### src/rtl/e1_mon_pkg.sv
`timescale 1ns/1ps
package e1_mon_pkg;
  typedef enum logic [1:0] {
    ST_HUNT         = 2'd0,
    ST_CONFIRM_NFAS = 2'd1,
    ST_CONFIRM_FAS  = 2'd2,
    ST_LOCKED       = 2'd3
  } align_state_t;
endpackage

### src/rtl/e1_frame_position.sv
`timescale 1ns/1ps
// Bit position within the frame and the alternating frame-type flag.
module e1_frame_position #(
  parameter int FRAME_BITS = 256,
  parameter int LOAD_POS   = 7,
  parameter int POS_W      = $clog2(FRAME_BITS)
) (
  input  logic             clk,
  input  logic             rst,
  input  logic             adv,
  input  logic             load,
  output logic [POS_W-1:0] pos,
  output logic             par,
  output logic [POS_W-1:0] pos_step,
  output logic             par_step
);
  localparam logic [POS_W-1:0] LAST  = POS_W'(FRAME_BITS - 1);
  localparam logic [POS_W-1:0] LOADV = POS_W'(LOAD_POS);

  logic wrap;

  always_comb begin
    wrap     = (pos == LAST);
    pos_step = wrap ? '0 : pos + POS_W'(1);
    par_step = wrap ? ~par : par;
  end

  always_ff @(posedge clk) begin
    if (rst) begin
      pos <= '0;
      par <= 1'b0;
    end else if (load) begin
      pos <= LOADV;
      par <= 1'b1;
    end else if (adv) begin
      pos <= pos_step;
      par <= par_step;
    end
  end
endmodule

### src/rtl/e1_sat_counter.sv
`timescale 1ns/1ps
module e1_sat_counter #(
  parameter int W = 16
) (
  input  logic         clk,
  input  logic         rst,
  input  logic         inc,
  output logic [W-1:0] cnt
);
  always_ff @(posedge clk) begin
    if (rst)
      cnt <= '0;
    else if (inc && (cnt != '1))
      cnt <= cnt + W'(1);
  end
endmodule

### src/rtl/e1_ais_detect.sv
`timescale 1ns/1ps
// Counts zeros per fixed window; flags a near-all-ones window while unaligned.
module e1_ais_detect #(
  parameter int WINDOW     = 512,
  parameter int ZERO_LIMIT = 3
) (
  input  logic clk,
  input  logic rst,
  input  logic bit_valid,
  input  logic bit_in,
  input  logic in_frame,
  output logic ais
);
  localparam int WIN_W = $clog2(WINDOW);
  localparam int ZC_W  = $clog2(ZERO_LIMIT + 1);
  localparam logic [WIN_W-1:0] WIN_LAST = WIN_W'(WINDOW - 1);
  localparam logic [ZC_W-1:0]  ZLIM     = ZC_W'(ZERO_LIMIT);

  logic [WIN_W-1:0] win_cnt;
  logic [ZC_W-1:0]  zeros;
  logic [ZC_W-1:0]  zeros_tot;

  always_comb begin
    zeros_tot = zeros;
    if (!bit_in && (zeros < ZLIM))
      zeros_tot = zeros + ZC_W'(1);
  end

  always_ff @(posedge clk) begin
    if (rst) begin
      win_cnt <= '0;
      zeros   <= '0;
      ais     <= 1'b0;
    end else if (bit_valid) begin
      if (win_cnt == WIN_LAST) begin
        win_cnt <= '0;
        zeros   <= '0;
        ais     <= !in_frame && (zeros_tot < ZLIM);
      end else begin
        win_cnt <= win_cnt + WIN_W'(1);
        zeros   <= zeros_tot;
      end
    end
  end
endmodule

### src/rtl/e1_align_fsm.sv
`timescale 1ns/1ps
// Alignment hunt, confirmation and supervision of the alignment word.
module e1_align_fsm
  import e1_mon_pkg::*;
#(
  parameter int                 FAS_LEN     = 7,
  parameter logic [FAS_LEN-1:0] FAS_PATTERN = 7'b0011011,
  parameter int                 LOF_LIMIT   = 3,
  parameter int                 POS_W       = 8
) (
  input  logic             clk,
  input  logic             rst,
  input  logic             bit_valid,
  input  logic             bit_in,
  input  logic [POS_W-1:0] pos_step,
  input  logic             par_step,
  output logic             load,
  output logic             err_inc,
  output logic             in_frame,
  output logic             frame_start,
  output logic             fas_err,
  output logic             remote_alarm,
  output logic             si_valid,
  output logic             si_bit,
  output logic             si_fas
);
  localparam int MISS_W = $clog2(LOF_LIMIT + 1);
  localparam logic [MISS_W-1:0] MISS_LAST = MISS_W'(LOF_LIMIT - 1);
  localparam logic [POS_W-1:0]  P_SI      = '0;
  localparam logic [POS_W-1:0]  P_NFAS    = POS_W'(1);
  localparam logic [POS_W-1:0]  P_RAI     = POS_W'(2);
  localparam logic [POS_W-1:0]  P_FASEND  = POS_W'(FAS_LEN);

  align_state_t       state;
  logic [FAS_LEN-1:0] hist;
  logic [FAS_LEN-1:0] hist_nxt;
  logic [MISS_W-1:0]  miss;
  logic fas_hit, at_fas_end, at_nfas_chk, at_rai, at_start;

  always_comb begin
    hist_nxt    = {hist[FAS_LEN-2:0], bit_in};
    fas_hit     = (hist_nxt == FAS_PATTERN);
    at_fas_end  = (pos_step == P_FASEND) && par_step;
    at_nfas_chk = (pos_step == P_NFAS) && !par_step;
    at_rai      = (pos_step == P_RAI) && !par_step;
    at_start    = (pos_step == P_SI);
    load        = bit_valid && (state == ST_HUNT) && fas_hit;
    err_inc     = bit_valid && (state == ST_LOCKED) && at_fas_end && !fas_hit;
    in_frame    = (state == ST_LOCKED);
  end

  always_ff @(posedge clk) begin
    if (rst) begin
      state        <= ST_HUNT;
      hist         <= '1;
      miss         <= '0;
      frame_start  <= 1'b0;
      fas_err      <= 1'b0;
      remote_alarm <= 1'b0;
      si_valid     <= 1'b0;
      si_bit       <= 1'b0;
      si_fas       <= 1'b0;
    end else begin
      frame_start <= 1'b0;
      fas_err     <= 1'b0;
      si_valid    <= 1'b0;
      if (bit_valid) begin
        hist <= hist_nxt;
        case (state)
          ST_HUNT: begin
            if (fas_hit) state <= ST_CONFIRM_NFAS;
          end
          ST_CONFIRM_NFAS: begin
            if (at_nfas_chk) state <= bit_in ? ST_CONFIRM_FAS : ST_HUNT;
          end
          ST_CONFIRM_FAS: begin
            if (at_fas_end) begin
              state <= fas_hit ? ST_LOCKED : ST_HUNT;
              miss  <= '0;
            end
          end
          default: begin
            frame_start <= at_start;
            si_valid    <= at_start;
            if (at_start) begin
              si_bit <= bit_in;
              si_fas <= par_step;
            end
            if (at_rai) remote_alarm <= bit_in;
            if (at_fas_end) begin
              if (!fas_hit) begin
                fas_err <= 1'b1;
                if (miss == MISS_LAST) begin
                  state        <= ST_HUNT;
                  miss         <= '0;
                  remote_alarm <= 1'b0;
                end else begin
                  miss <= miss + MISS_W'(1);
                end
              end else begin
                miss <= '0;
              end
            end
          end
        endcase
      end
    end
  end
endmodule

### src/rtl/e1_frame_monitor.sv
`timescale 1ns/1ps
module e1_frame_monitor #(
  parameter int       TS_COUNT       = 32,
  parameter int       TS_BITS        = 8,
  parameter logic [6:0] FAS_PATTERN  = 7'b0011011,
  parameter int       LOF_LIMIT      = 3,
  parameter int       AIS_WINDOW     = 512,
  parameter int       AIS_ZERO_LIMIT = 3,
  parameter int       CNT_W          = 16
) (
  input  logic                        clk,
  input  logic                        rst,
  input  logic                        bit_valid,
  input  logic                        bit_in,
  output logic                        in_frame,
  output logic                        frame_start,
  output logic [$clog2(TS_COUNT)-1:0] ts_idx,
  output logic [$clog2(TS_BITS)-1:0]  bit_idx,
  output logic                        fas_frame,
  output logic                        fas_err,
  output logic [CNT_W-1:0]            fas_err_cnt,
  output logic                        remote_alarm,
  output logic                        ais,
  output logic                        si_valid,
  output logic                        si_bit,
  output logic                        si_fas
);
  localparam int FRAME_BITS = TS_COUNT * TS_BITS;
  localparam int POS_W      = $clog2(FRAME_BITS);
  localparam int BIT_W      = $clog2(TS_BITS);
  localparam int TS_W       = $clog2(TS_COUNT);
  localparam int FAS_LEN    = 7;

  logic [POS_W-1:0] pos, pos_step;
  logic             par_step, load, err_inc;

  e1_frame_position #(
    .FRAME_BITS(FRAME_BITS), .LOAD_POS(FAS_LEN), .POS_W(POS_W)
  ) u_pos (
    .clk(clk), .rst(rst), .adv(bit_valid), .load(load),
    .pos(pos), .par(fas_frame), .pos_step(pos_step), .par_step(par_step)
  );

  e1_align_fsm #(
    .FAS_LEN(FAS_LEN), .FAS_PATTERN(FAS_PATTERN),
    .LOF_LIMIT(LOF_LIMIT), .POS_W(POS_W)
  ) u_fsm (
    .clk(clk), .rst(rst), .bit_valid(bit_valid), .bit_in(bit_in),
    .pos_step(pos_step), .par_step(par_step), .load(load),
    .err_inc(err_inc), .in_frame(in_frame), .frame_start(frame_start),
    .fas_err(fas_err), .remote_alarm(remote_alarm), .si_valid(si_valid),
    .si_bit(si_bit), .si_fas(si_fas)
  );

  e1_sat_counter #(.W(CNT_W)) u_errcnt (
    .clk(clk), .rst(rst), .inc(err_inc), .cnt(fas_err_cnt)
  );

  e1_ais_detect #(
    .WINDOW(AIS_WINDOW), .ZERO_LIMIT(AIS_ZERO_LIMIT)
  ) u_ais (
    .clk(clk), .rst(rst), .bit_valid(bit_valid), .bit_in(bit_in),
    .in_frame(in_frame), .ais(ais)
  );

  assign ts_idx  = pos[POS_W-1:BIT_W];
  assign bit_idx = pos[BIT_W-1:0];

  if (TS_W + BIT_W != POS_W) begin : g_bad_geom
    initial $error("timeslot geometry must be powers of two");
  end
endmodule

### config.mk
export PLATFORM = sky130hd
export DESIGN_NAME = e1_frame_monitor
export DESIGN_NICKNAME = d
export VERILOG_FILES = /design/src/rtl/e1_mon_pkg.sv /design/src/rtl/e1_frame_position.sv /design/src/rtl/e1_sat_counter.sv /design/src/rtl/e1_ais_detect.sv /design/src/rtl/e1_align_fsm.sv /design/src/rtl/e1_frame_monitor.sv
export SDC_FILE = /design/constraint.sdc
export NUM_CORES = 1
export LEC_CHECK = 0
export BUFFER_PORTS_ARGS = -buffer_cell sky130_fd_sc_hd__buf_2
export CAP_MARGIN = 20
export CORE_ASPECT_RATIO = 1.1
export CORE_MARGIN = 4
export CORE_UTILIZATION = 40
export CTS_CLUSTER_SIZE = 12
export DETAILED_ROUTE_END_ITERATION = 16
export GPL_TIMING_DRIVEN = 0
export PLACE_DENSITY_LB_ADDON = 0.25
export SYNTH_ARGS = -nofsm -noshare
export SYNTH_HDL_FRONTEND = slang
export SYNTH_HIERARCHICAL = 1
export SYNTH_SLANG_ARGS = --single-unit
### constraint.sdc
create_clock -name clk -period 4.8 [get_ports clk]
set_clock_uncertainty 0.2 [all_clocks]
set_input_delay 0.24 -clock clk [delete_from_list [all_inputs] [get_ports clk]]
set_output_delay 0.24 -clock clk [all_outputs]
set_load 0.005 [all_outputs]
# Word level (Yosys, flattened, before mapping)
# Index checks and enable logic that the tools add are counted.
# totals
regBits	52
inputBits	4
out_inout_bits	33
elab_cells	100
# classes
addsub	5
n_lt_le_gt_ge	2
n_eq_ne	15
muxes	28
bitwise	5
reduce_logical	30
# ops
operator	n
$mux W2	14
$add A16 B1 Y16 const B	1
$ne A16 B16 Y1 const B	1
$logic_and A1 B1 Y1	11
$add A9 B1 Y9 const B	1
$eq A9 B9 Y1 const B	1
$mux W9	1
$add A8 B1 Y8 const B	1
$eq A8 B1 Y1 const B	1
$eq A8 B2 Y1 const B	1
$eq A8 B3 Y1 const B	1
$eq A8 B8 Y1 const B	1
$logic_not A8 Y1	1
$mux W1	8
$mux W8	1
$eq A7 B5 Y1 const B	1
$reduce_and A7 Y1	1
$eq A2 B2 Y1 const B	3
$mux W3	2
$ne A2 B1 Y1 const B	3
$pmux W2 S3	1
$reduce_and A3 Y1	2
$reduce_or A6 Y1	1
$not A1 Y1	5
other kinds (14)	21

# Depth between registers and ports, before layout
# depth
ltp_word	8
ltp_mapped	14
ltp_nobuf	12

# Cells and area by module
# Netlist, hierarchy kept.
# by_module_without_submodules
mod	instances	cells_per_inst	area_per_inst_um2	seq_area_each_um2
e1_align_fsm	1	97	928.4	300.3
e1_sat_counter	1	99	848.3	320.3
e1_ais_detect	1	69	619.3	240.2
e1_frame_position	1	73	609.3	180.2

# Least setup slack after synthesis
# OpenSTA, ideal clock, no wires.
# synth_path
kind	register to register
from	reg u_pos.pos[0]
to	reg u_errcnt.cnt[7]
setup_ns	0.070
t_arrival_ns	3.291
required_time_ns	4.530
setup_slack_ns	1.239
stages_incl_launch_ff	15
n_path_buf	3
period_less_slack_ns	3.561
cell_sequence	dfxtp_1 ha_1 buf_6 nand4_1 nor2_1 nor2_1 or4_4 buf_6 nor3_1 nand2_1 nor2_1 nand2_1 clkbuf_1 or4_1 a21oi_1
# synth_between
elab_chain_len	7
word_cells_on_any_way	9
classes_between	add/sub: 1; eq/ne: 2; mux: 2; reduce/logical: 4
# synth_rtl
item	line_no	source
start, declared	e1_frame_position.sv:12	output logic [POS_W-1:0] pos,
start signal, assigned	e1_frame_position.sv:36	pos <= pos_step;
$add A8 B1 Y8 or $eq A8 B8 Y1 (tied branches)	e1_frame_position.sv:24, e1_frame_position.sv:23	
$mux W8 *	e1_frame_position.sv:24	pos_step = wrap ? '0 : pos + POS_W'(1);
named net pos_step[3]	e1_frame_monitor.sv:34	logic [POS_W-1:0] pos, pos_step;
$eq A8 B3 Y1 *	e1_align_fsm.sv:43	at_fas_end = (pos_step == P_FASEND) && par_step;
$logic_and A1 B1 Y1 *	e1_align_fsm.sv:43	
$logic_and A1 B1 Y1 * (2 in a row)	e1_align_fsm.sv:48	err_inc = bit_valid && (state == ST_LOCKED) && at_fas_end && !fas_hit;
named net err_inc	e1_frame_monitor.sv:35	logic par_step, load, err_inc;
$logic_and A1 B1 Y1 *	e1_sat_counter.sv:13	else if (inc && (cnt != '1))
end signal, assigned	e1_sat_counter.sv:14	cnt <= cnt + W'(1);
end, declared	e1_sat_counter.sv:8	output logic [W-1:0] cnt
# The timed path passes the listed nets; every way through them passes the cells marked *.
# A chain may end at the register's enable or synchronous reset.

# Worst setup path after layout
# layout_path
from	reg u_pos.pos[0]
to	reg u_errcnt.cnt[15]
# The elaborated chain is that of the path after synthesis.

==> metrics.cfg <==
[finish]
nFillCells = 703
layout-drive-gt1-share_pct = 20.68
final_common_cell = dfxtp_1
diodes = 0
final_cells = 467
post-route-util_pct = 47.22
nets = 396
syn_to_final_growth_pct = 12.61
layout_common_cells = dfxtp_1, buf_2, nor2_1

[synth]
ys_seq_area_share_pct = 34.64
synth-main-ff-cell = dfxtp_1
synthTopCellsByArea = dfxtp_1, ha_1, a21oi_1
syn_inst = 338
ys_ff_latch = 52
ys_types = 64
synth-edff-count = 0
syn_nets = 353
yosysTopAreaCell = dfxtp_1
avgSynthCellArea_sq_um = 8.892
async_reset_ff_share_pct = 0
synth_area_sq_um = 3005
ys_warn_count = 6
yosysTopAreaCellShare_pct = 34.64

[setup_path]
required_ns = 4.84
critPathLaunchType = register
reg2reg_setup_slack_ns = 0.65
critPathMaxFanout = 10
path_class = register to register
endpoint_kind = register
worst_ep_arrival_time_ns = 4.19

[sta]
fmax_mhz = 241.0
hold_viol = 0
rsz0062_at_grt = no
drv_slew = 0
tightest_slew_ns = 0.5819
period_share_pct = 86.46
timing.setup.tns_ns = 0
post-route-min-period_ns = 4.150
slew_headroom_pct = 60.70
setup-violations-final = 0

[global_routing]
grt_pass1_wl_um = 11060
grt_busiest_layer = met2
globalRouteOverflowTotal = 0
antenna_found_initial = 0
use_met3_pct = 2.901
track_usage_pct = 14.52
grt_max_degree = 18
grt.met1_usage_pct = 19.38
grt_util_met2_pct = 23.73
grt_pass1_vias = 2352

[die]
rows = 32
die_x_um = 90.65
start_util_pct = 41.93
core_sq_um = 7167
die-area_sq_um = 8966
die-height_um = 98.91
io_pins = 37

[placement]
place_congestion = 0.8019
hpwl_um = 4809
place_inst = 459
io_buffers = 36

[route]
vias = 2636
first_iter_violations = 88
ant_nets = 0
drt_pass1_iterations = 4
post_drt_wl_per_cell_um = 14.06
drc = 0
viasPerCell = 5.645
routed_wirelength_um = 6564

[cts]
cts-htree-levels = 2
cts.repair.resized = 0
post_cts_buffers = 0
hold_buffers = 0
numCtsBuffers = 5
cts_root_buf = clkbuf_8
cts_tree = done
clk_latency_ns = 0.31
clkTransAtPathRegs_ns = 0.10
cts.sinks = 52
clk_path_buf_depth = 2

[power_and_ir_drop]
peakVddDrop_mv = 0.1291
p_sw_mw = 0.1949
power.internal_mw = 0.5685
p_seq_share_pct = 58.7
comb_power_share_pct = 7.7
p_per_area_nw_per_um2 = 225.5
power.clock.fraction_pct = 33.6
p_sw_share_pct = 25.53
leakage_nw = 1.288

[outcome]
status = finished, final reports clean

[flow_run]
maxCapViolCount = 0

[hold_path]
hold_class = input pin to register

-- final timing paths --
kind,from,depth (start not counted),endpoint
max,u_pos/pos[0],14,u_errcnt/cnt[15]
min,bit_in,2,u_fsm/hist[0]
max reg2reg,u_pos/pos[0],14,u_errcnt/cnt[15]
min reg2reg,u_fsm/hist[3],1,u_fsm/hist[4]
-- layer usage --
layer	up-vias	share of wire (%)
met3	9	3.3
met4	0	1.5
met1	1246	47
met2	43	48
met5	-	0
li1	1338	-
-- Yosys cell counts (4+ instances only) --
cell type,count
nor4_1,5
nand4_1,11
or4_1,9
nor2b_1,10
a31oi_1,5
xnor2_1,4
nand2_1,18
a211o_1,6
nand3_1,15
mux2i_1,7
nand2b_1,9
o21ai_0,11
clkbuf_1,5
xor2_1,8
ha_1,11
and3_1,4
inv_1,12
buf_6,6
o31ai_1,8
nor3_1,10
or3_1,8
nor2_1,28
a21oi_1,21
dfxtp_1,52
-- logic make-up (layout without fill, tap and decap cells) --
family / Yosys count / after routing / synth area share (%)
multiplexers: 9 / 9 / 3.081
adder cells (fa/ha/maj): 11 / 11 / 4.579
flip-flops: 52 / 52 / 34.64
XOR/XNOR: 12 / 12 / 3.497
buffers and inverters: 30 / 74 / 5.869
AO/OA/AOI/OAI: 71 / 71 / 17.03
AND/OR/NAND/NOR: 153 / 153 / 31.31
-- flip-flops by register name, indices dropped and copies added (netlist names) --
name,flops
u_fsm/si_bit,1
u_fsm/state,2
u_ais/win_cnt,9
u_fsm/si_fas,1
u_fsm/si_valid,1
u_ais/zeros,2
u_fsm/hist,6
u_pos/pos,8
u_fsm/fas_err,1
u_fsm/remote_alarm,1
u_ais/ais,1
u_pos/par,1
u_fsm/miss,2
u_errcnt/cnt,16
-- final cells by class --
class | instances | area, sq um | share of cell area [%]
repair buffers | 36 | 180.2 | 5.323
well taps | 85 | 106.4 | 3.142
flip-flops and latches | 52 | 1041 | 30.76
plain buffers | 18 | 131.4 | 3.882
clock inverters | 3 | 23.77 | 0.7024
multi-input cells | 256 | 1788 | 52.83
clock buffers | 5 | 68.82 | 2.033
inverters | 12 | 45.04 | 1.331
-- power by group through the flow --
stage	registers [mW]	clock network, mW	logic (mW)
global route	0.450	0.286	0.0671
finish	0.448	0.257	0.0588
detailed placement	0.458	0	0.0587
global placement	0.458	0	0.0579
CTS	0.448	0.270	0.0591
floorplan	0.456	0	0.0425
-- critical path, cell delays in order, from the launching register on --
cell and delay, ns:
dfxtp_1 0.47, ha_1 0.21, buf_6 0.13, nand4_1 0.20, nor2_1 0.27, nor2_1 0.08, or4_4 0.53, buf_6 0.16
nor3_1 0.26, nand2_1 0.14, nor2_1 0.36, nand2_1 0.16, clkbuf_1 0.25, or4_1 0.51, a21oi_1 0.15
-- through the flow --
stage	total power [mW]	hold slack (ns)	instance area [sq um]	setup WS, ns
6_report	0.7633	0.06711	3385	0.6498
5_1_grt	0.8023	0.07881	3385	0.3190
4_1_cts	0.7775	0.06515	3385	0.6730
3_5_place_dp	0.5168	0.2680	3292	0.7013
3_3_place_gp	0.5156	0.2588	3292	0.7093
2_1_floorplan	0.4988	0.1091	3005	1.239
(Power assumes the default switching activity.)
